[config.mk]
export PLATFORM = sky130hd
export DESIGN_NAME = bru_unit
export DESIGN_NICKNAME = d
export VERILOG_FILES = /design/src/rtl/bru_pkg.sv /design/src/rtl/bru_decode.sv /design/src/rtl/bru_cond.sv /design/src/rtl/bru_target.sv /design/src/rtl/bru_unit.sv
export SDC_FILE = /design/constraint.sdc
export NUM_CORES = 1
export LEC_CHECK = 0
export ABC_AREA = 1
export BUFFER_PORTS_ARGS = -buffer_cell sky130_fd_sc_hd__buf_2
export CORE_MARGIN = 1
export CORE_UTILIZATION = 45
export DETAILED_ROUTE_END_ITERATION = 12
export PLACE_DENSITY = 0.71
export SETUP_SLACK_MARGIN = 0.05
export SYNTH_ARGS = -nofsm -noshare
export SYNTH_HDL_FRONTEND = slang
export SYNTH_SLANG_ARGS = --single-unit
[constraint.sdc]
create_clock -name clk -period 1.7 [get_ports clk]
set_input_delay 0.34 -clock clk [delete_from_list [all_inputs] [get_ports clk]]
set_output_delay 0.34 -clock clk [all_outputs]
set_load 0.02 [all_outputs]
[src/rtl/bru_pkg.sv]
package bru_pkg;
  typedef enum logic [2:0] {
    K_NONE  = 3'd0,
    K_BCC   = 3'd1,
    K_CALLR = 3'd2,
    K_CALLI = 3'd3,
    K_JMPI  = 3'd4,
    K_RET   = 3'd5
  } kind_e;

  localparam logic [3:0]  OP_BCC_HI   = 4'hE;
  localparam logic [4:0]  OP_CALLR_HI = 5'b11010;
  localparam logic [11:0] OP_JMPI_HI  = 12'h970;
  localparam logic [11:0] OP_CALLI_HI = 12'h971;
  localparam logic [15:0] OP_RET      = 16'h9720;

  // flag vector layout {N,Z,V,C}
  localparam int FN = 3;
  localparam int FZ = 2;
  localparam int FV = 1;
  localparam int FC = 0;
endpackage

[src/rtl/bru_decode.sv]
module bru_decode
  import bru_pkg::*;
#(
  parameter int AW = 32,
  parameter int IW = 16
) (
  input  logic [IW-1:0] instr,
  output kind_e         kind,
  output logic [3:0]    code,
  output logic [AW-1:0] disp
);
  localparam int R8W  = 8;
  localparam int R11W = 11;

  logic [R8W-1:0]  rel8;
  logic [R11W-1:0] rel11;

  assign rel8  = instr[R8W-1:0];
  assign rel11 = instr[R11W-1:0];
  assign code  = instr[11:8];

  always_comb begin
    kind = K_NONE;
    if (instr[15:12] == OP_BCC_HI)        kind = K_BCC;
    else if (instr[15:11] == OP_CALLR_HI) kind = K_CALLR;
    else if (instr[15:4] == OP_JMPI_HI)   kind = K_JMPI;
    else if (instr[15:4] == OP_CALLI_HI)  kind = K_CALLI;
    else if (instr == OP_RET)             kind = K_RET;
  end

  // displacement in halfwords, sign-extended and scaled to bytes
  always_comb begin
    if (kind == K_CALLR)
      disp = {{(AW-R11W-1){rel11[R11W-1]}}, rel11, 1'b0};
    else
      disp = {{(AW-R8W-1){rel8[R8W-1]}}, rel8, 1'b0};
  end


  disp_even_chk: assert final (disp[0] == 1'b0);
endmodule

[src/rtl/bru_cond.sv]
module bru_cond
  import bru_pkg::*;
(
  input  logic [3:0] flags,
  input  logic [3:0] code,
  output logic       take
);
  logic n, z, v, c, vn, base;

  assign n  = flags[FN];
  assign z  = flags[FZ];
  assign v  = flags[FV];
  assign c  = flags[FC];
  assign vn = v ^ n;

  // even codes test a predicate, the following odd code its inverse
  always_comb begin
    unique case (code[3:1])
      3'd0: base = 1'b1;
      3'd1: base = z;
      3'd2: base = c;
      3'd3: base = n;
      3'd4: base = v;
      3'd5: base = vn;
      3'd6: base = vn | z;
      default: base = c | z;
    endcase
    take = base ^ code[0];
  end


  never_taken_chk: assert final (!(code == 4'd1 && take));

  always_taken_chk: assert final (!(code == 4'd0 && !take));
endmodule

[src/rtl/bru_target.sv]
module bru_target #(
  parameter int AW = 32
) (
  input  logic [AW-1:0] pc,
  input  logic [AW-1:0] disp,
  output logic [AW-1:0] seq_pc,
  output logic [AW-1:0] rel_pc
);
  localparam logic [AW-1:0] STEP = AW'(2);

  // modulo 2^AW by truncation
  assign seq_pc = pc + STEP;
  assign rel_pc = seq_pc + disp;


  rel_parity_chk: assert final (rel_pc[0] == pc[0]);
endmodule

[src/rtl/bru_unit.sv]
module bru_unit
  import bru_pkg::*;
#(
  parameter int AW = 32,
  parameter int IW = 16,
  parameter int CW = 2
) (
  input  logic          clk,
  input  logic          rst_n,
  input  logic          req_valid,
  output logic          req_ready,
  input  logic [AW-1:0] req_pc,
  input  logic [IW-1:0] req_instr,
  input  logic [3:0]    req_flags,
  input  logic [AW-1:0] req_reg,
  input  logic [AW-1:0] req_rp,
  output logic          res_valid,
  output logic [AW-1:0] res_next_pc,
  output logic          res_taken,
  output logic          res_rp_we,
  output logic [AW-1:0] res_rp_wdata,
  output logic [CW-1:0] res_cycles
);
  localparam logic [CW-1:0] CYC_SHORT = CW'(1);
  localparam logic [CW-1:0] CYC_LONG  = CW'(2);

  kind_e         kind;
  logic [3:0]    code;
  logic [AW-1:0] disp, seq_pc, rel_pc;
  logic          take;

  logic [AW-1:0] nx_pc;
  logic          nx_taken, nx_we;
  logic [CW-1:0] nx_cyc;
  logic [CW-1:0] busy_cnt;
  logic          acc;

  bru_decode #(.AW(AW), .IW(IW)) u_dec (
    .instr(req_instr), .kind(kind), .code(code), .disp(disp)
  );

  bru_cond u_cond (.flags(req_flags), .code(code), .take(take));

  bru_target #(.AW(AW)) u_tgt (
    .pc(req_pc), .disp(disp), .seq_pc(seq_pc), .rel_pc(rel_pc)
  );

  always_comb begin
    nx_pc    = seq_pc;
    nx_taken = 1'b1;
    nx_we    = 1'b0;
    nx_cyc   = CYC_LONG;
    unique case (kind)
      K_BCC: begin
        nx_taken = take;
        nx_pc    = take ? rel_pc : seq_pc;
        nx_cyc   = take ? CYC_LONG : CYC_SHORT;
      end
      K_CALLR: begin
        nx_pc = rel_pc;
        nx_we = 1'b1;
      end
      K_CALLI: begin
        nx_pc = req_reg;
        nx_we = 1'b1;
      end
      K_JMPI:  nx_pc = req_reg;
      K_RET:   nx_pc = req_rp;
      default: begin
        nx_taken = 1'b0;
        nx_cyc   = CYC_SHORT;
      end
    endcase
  end

  assign req_ready = (busy_cnt == '0);
  assign acc       = req_valid && req_ready;

  always_ff @(posedge clk or negedge rst_n) begin
    if (!rst_n) begin
      busy_cnt <= '0;
    end else if (acc) begin
      busy_cnt <= nx_cyc - CW'(1);
    end else if (busy_cnt != '0) begin
      busy_cnt <= busy_cnt - CW'(1);
    end
  end

  always_ff @(posedge clk or negedge rst_n) begin
    if (!rst_n) begin
      res_valid    <= 1'b0;
      res_next_pc  <= '0;
      res_taken    <= 1'b0;
      res_rp_we    <= 1'b0;
      res_rp_wdata <= '0;
      res_cycles   <= '0;
    end else begin
      res_valid <= acc;
      if (acc) begin
        res_next_pc  <= nx_pc;
        res_taken    <= nx_taken;
        res_rp_we    <= nx_we;
        res_rp_wdata <= seq_pc;
        res_cycles   <= nx_cyc;
      end
    end
  end


  result_follows_accept_chk: assert property (@(posedge clk) disable iff (!rst_n)
    acc |=> res_valid);

  no_result_without_accept_chk: assert property (@(posedge clk) disable iff (!rst_n)
    !acc |=> !res_valid);

  busy_after_long_chk: assert property (@(posedge clk) disable iff (!rst_n)
    (acc && nx_cyc == CYC_LONG) |=> !req_ready);

  taken_costs_long_chk: assert property (@(posedge clk) disable iff (!rst_n)
    (res_valid && res_taken) |-> (res_cycles == CYC_LONG));

  write_implies_taken_chk: assert property (@(posedge clk) disable iff (!rst_n)
    (res_valid && res_rp_we) |-> res_taken);
endmodule

==> key figures <==
Finish
  – Area added between synthesis and finish: 86.0%
  – Number of fill cells in the layout: 712
  – Non-Filler Instances: 1,685
  – Layout net count: 1,648
  – Layout Utilization: 87.1%
  – Share of cells above drive strength 1: 55.9%
  – Antenna Cells: 0
  – Register area: 0.00175 mm2
  – Multi-input gate area: 0.00588 mm2

Synth
  – Number of enable flip-flop cells after synthesis: 0
  – Synthesized Nets: 1,185
  – Cells after Synth: 1,037
  – Share of the synthesized area in the top cell type: 26.5%
  – Post-synth ARST share: 100%
  – Synth Warn #: 0
  – Leading area contributor after synthesis: dfrtp_1
  – Primary FF master, synth: dfrtp_1
  – Top post-synthesis cells by count: nand2_1, inv_1, nor2_1, dfrtp_1, a21oi_1
  – Syn Area/Cell: 6.36 um2
  – Top cells by area, synth: dfrtp_1, nand2_1, inv_1
  – Synthesized cell area: 0.00660 mm2
  – Top-count cell post-synth: nand2_1
  – Register area share after synthesis: 26.5%
  – Synth unique cells: 46
  – Synth Register Bits: 70

Timing
  – Hold Fails Final Rpt: 1
  – Max-slew violation count: 0
  – # setup viols final: 43
  – Slew HR: 57.5%
  – RSZ-0062 raised after global routing: yes
  – Max Clock Freq: 0.352 GHz
  – Final worst slack: -1140 ps
  – Skew final: 11.2 ps
  – Worst slew pin tran: 637 ps
  – Final period util: 167%
  – Hold slack: -1.20 ps
  – Final min period: 2840 ps
  – TNS Setup: -26,730 ps

Detailed routing
  – Final wirelength: 34.3 mm
  – DRC Markers: 1
  – Vias post-DR: 9,839
  – Detail Route Antenna Nets: 0
  – Via/cell ratio: 5.84
  – Routed wire per std cell: 20.3 um
  – First DRT Iteration DRCs: 1,015
  – Iteration count of the initial detailed-routing pass: 10

Worst setup path
  – Worst path required time: 1970 ps
  – CP endpoint kind: flip-flop
  – CP top delay family: simple AND/OR/NAND/NOR gates
  – CP Buf/Inv Count: 5
  – CP max FO: 4
  – Arrival time worst endpoint: 3120 ps
  – CP max stage delay: 300 ps
  – Critical path startpoint category: input port
  – Worst path slowest cell: ha_4
  – Kind of critical path: in2reg
  – Critical-path cell list: buf_8 > nand2_8 > nor3_4 > buf_4 > buf_6 > xor2_2 > buf_4 > inv_4 > ha_4 > nand2_4 > nor3_2 > nand2_1 > nand2_2 > nand2_2 > nand2_4 > nand4_1 > nand3_2 > nand2_2 > xor2_1 > o21ai_1 > nand2_1 > nand2_1

Global routing
  – Global Route Usage Sum: 37.1%
  – First-pass GRT wire length: 43.0 mm
  – Initial antenna violation count: 0
  – Total global routing overflow: 0
  – Vias in the first global route: 8,649
  – Largest net degree at the start of global routing: 71

Placement
  – Routability cong.: 0.963
  – Placed Cells: 1,608
  – Dpl ws: -1510 ps
  – Hpwl dp: 19.2 mm
  – Port-buffer cells: 188

Power and ir drop
  – Switching portion of total power: 40.1%
  – VDD IR-drop max: 0.495 mV
  – Comb pwr share: 49.1%
  – Switching power: 2.95 mW
  – Power Internal: 4.42 mW
  – PwrDens: 600 mW/mm2
  – Reg power frac: 26.7%
  – Lkg Pwr: 6.26 nW
  – Clock power share: 24.2%

Die
  – Die X: 123 um
  – FP Rows: 43
  – Die Ht: 123 um
  – Initial Util: 46.8%
  – Core area: 0.0141 mm2
  – Die ar.: 0.0152 mm2
  – Io pins: 189

Status
  – Status: complete, but fails checks
  – Failing checks: design-rule violations, negative hold slack, negative setup slack

CTS
  – Clock Sinks: 70
  – Clk slew on worst S/H paths: 70 ps
  – Clock buffer count from CTS: 9
  – Max Buffers Root-to-Sink: 2
  – Clk_lat worst skew: 340 ps
  – CTS root buffer: clkbuf_16
  – H-tree depth: 3
  – TritonCTS clock tree: built

Run
  – Max_cap viols: 0

Worst hold path
  – Worst min path class: in2async
[worst register-to-register path: cells and delay by family (launching register included)]
kind,cells,cell delay [ps]
buffers and inverters,2,500
AND/OR/NAND/NOR,3,440
flip-flops,1,410
AO/OA/AOI/OAI,1,180
[cell type report]
| class | count | share of cell area [%] |
|---|---|---|
| inverters | 143 | 4.68 |
| repair inverters | 1 | 0.0408 |
| well taps | 180 | 1.83 |
| clock buffers | 9 | 1.83 |
| flip-flops and latches | 70 | 14.3 |
| multi-input cells | 797 | 47.9 |
| clock inverters | 7 | 0.387 |
| repair buffers | 478 | 29.0 |
[repair_timing]
item / CTS / global route
endpoints found under the setup margin: 42 / 51
gates cloned: 2 / 1
hold buffers: 0 / 0
pin swaps: 126 / 88
buffers inserted: 56 / 25
gates resized for setup: 222 / 204
[sequential cells by signal, indices dropped and copies added (netlist names)]
| name | cells |
|---|---|
| res_rp_wdata | 32 |
| res_rp_we | 1 |
| res_cycles | 1 |
| res_valid | 1 |
| res_taken | 1 |
| busy_cnt | 2 |
| res_next_pc | 32 |
[path summary, 6_finish.rpt]
path | startpoint | to | slack [ps] | depth (start not counted)
max | req_pc[2] | res_next_pc[20] | -1140 | 22
min | rst_n | res_rp_wdata[11] | -1 | 2
max reg2reg | busy_cnt[0] | res_next_pc[15] | 90 | 6
min reg2reg | res_rp_wdata[3] | res_rp_wdata[3] | 480 | 2
max in group asynchronous | rst_n | res_rp_wdata[25] | 1340 | 2
min in group clk | req_pc[0] | res_rp_wdata[0] | 260 | 3
[through the flow]
step	hold slack [ps]	instance area (um2)	total power, mW
floorplan	44.4	6870	3.34
global placement	387	9740	4.52
detailed placement	392	9740	4.55
CTS	34.2	11400	6.80
global route	35.1	12300	7.62
finish	-1.20	12300	7.37
[metal layers]
layer	GRT usage (%)	share of wire, %	vias to the layer above
met3	6.23	11	251
li1	-	-	4254
met4	13.2	7.2	0
met2	61.4	45	803
met1	48.9	36	4531
met5	0	0	-
[power by group through the flow]
| stage | registers (mW) | logic (mW) | clock network (mW) |
|---|---|---|---|
| after detailed placement | 1.98 | 2.56 | 0 |
| after global routing | 1.98 | 3.79 | 1.84 |
| after CTS | 1.96 | 3.10 | 1.74 |
| after global placement | 1.98 | 2.53 | 0 |
| after floorplan | 2.20 | 1.13 | 0 |
| final | 1.97 | 3.62 | 1.78 |
[kinds of logic after synthesis]
kind of cell | Yosys count | share of synthesized area [%]
buffers and inverters | 170 | 9.84
and+or+nand+nor | 567 | 38.7
xor gates and xnor gates | 39 | 5.29
adders and majority gates | 29 | 5.61
AOI/OAI and AO/OA | 162 | 14.0
DFF | 70 | 26.5
[layout by cell type (no fill, tap or decap), types with 16 or more instances in the layout]
cell        n
a21oi_2    24
nand3_2    19
nor2_1     63
a21oi_1    33
ha_4       21
nand3_1    36
nand2_2    70
nand2_1   241
inv_1     102
o21ai_0    24
o21ai_1    16
nand2_4    35
buf_6      50
buf_2     175
inv_2      32
o211ai_1   18
buf_4     234
nor2_4     27
nor2_2     21
dfrtp_1    70
(Power assumes the default switching activity.)
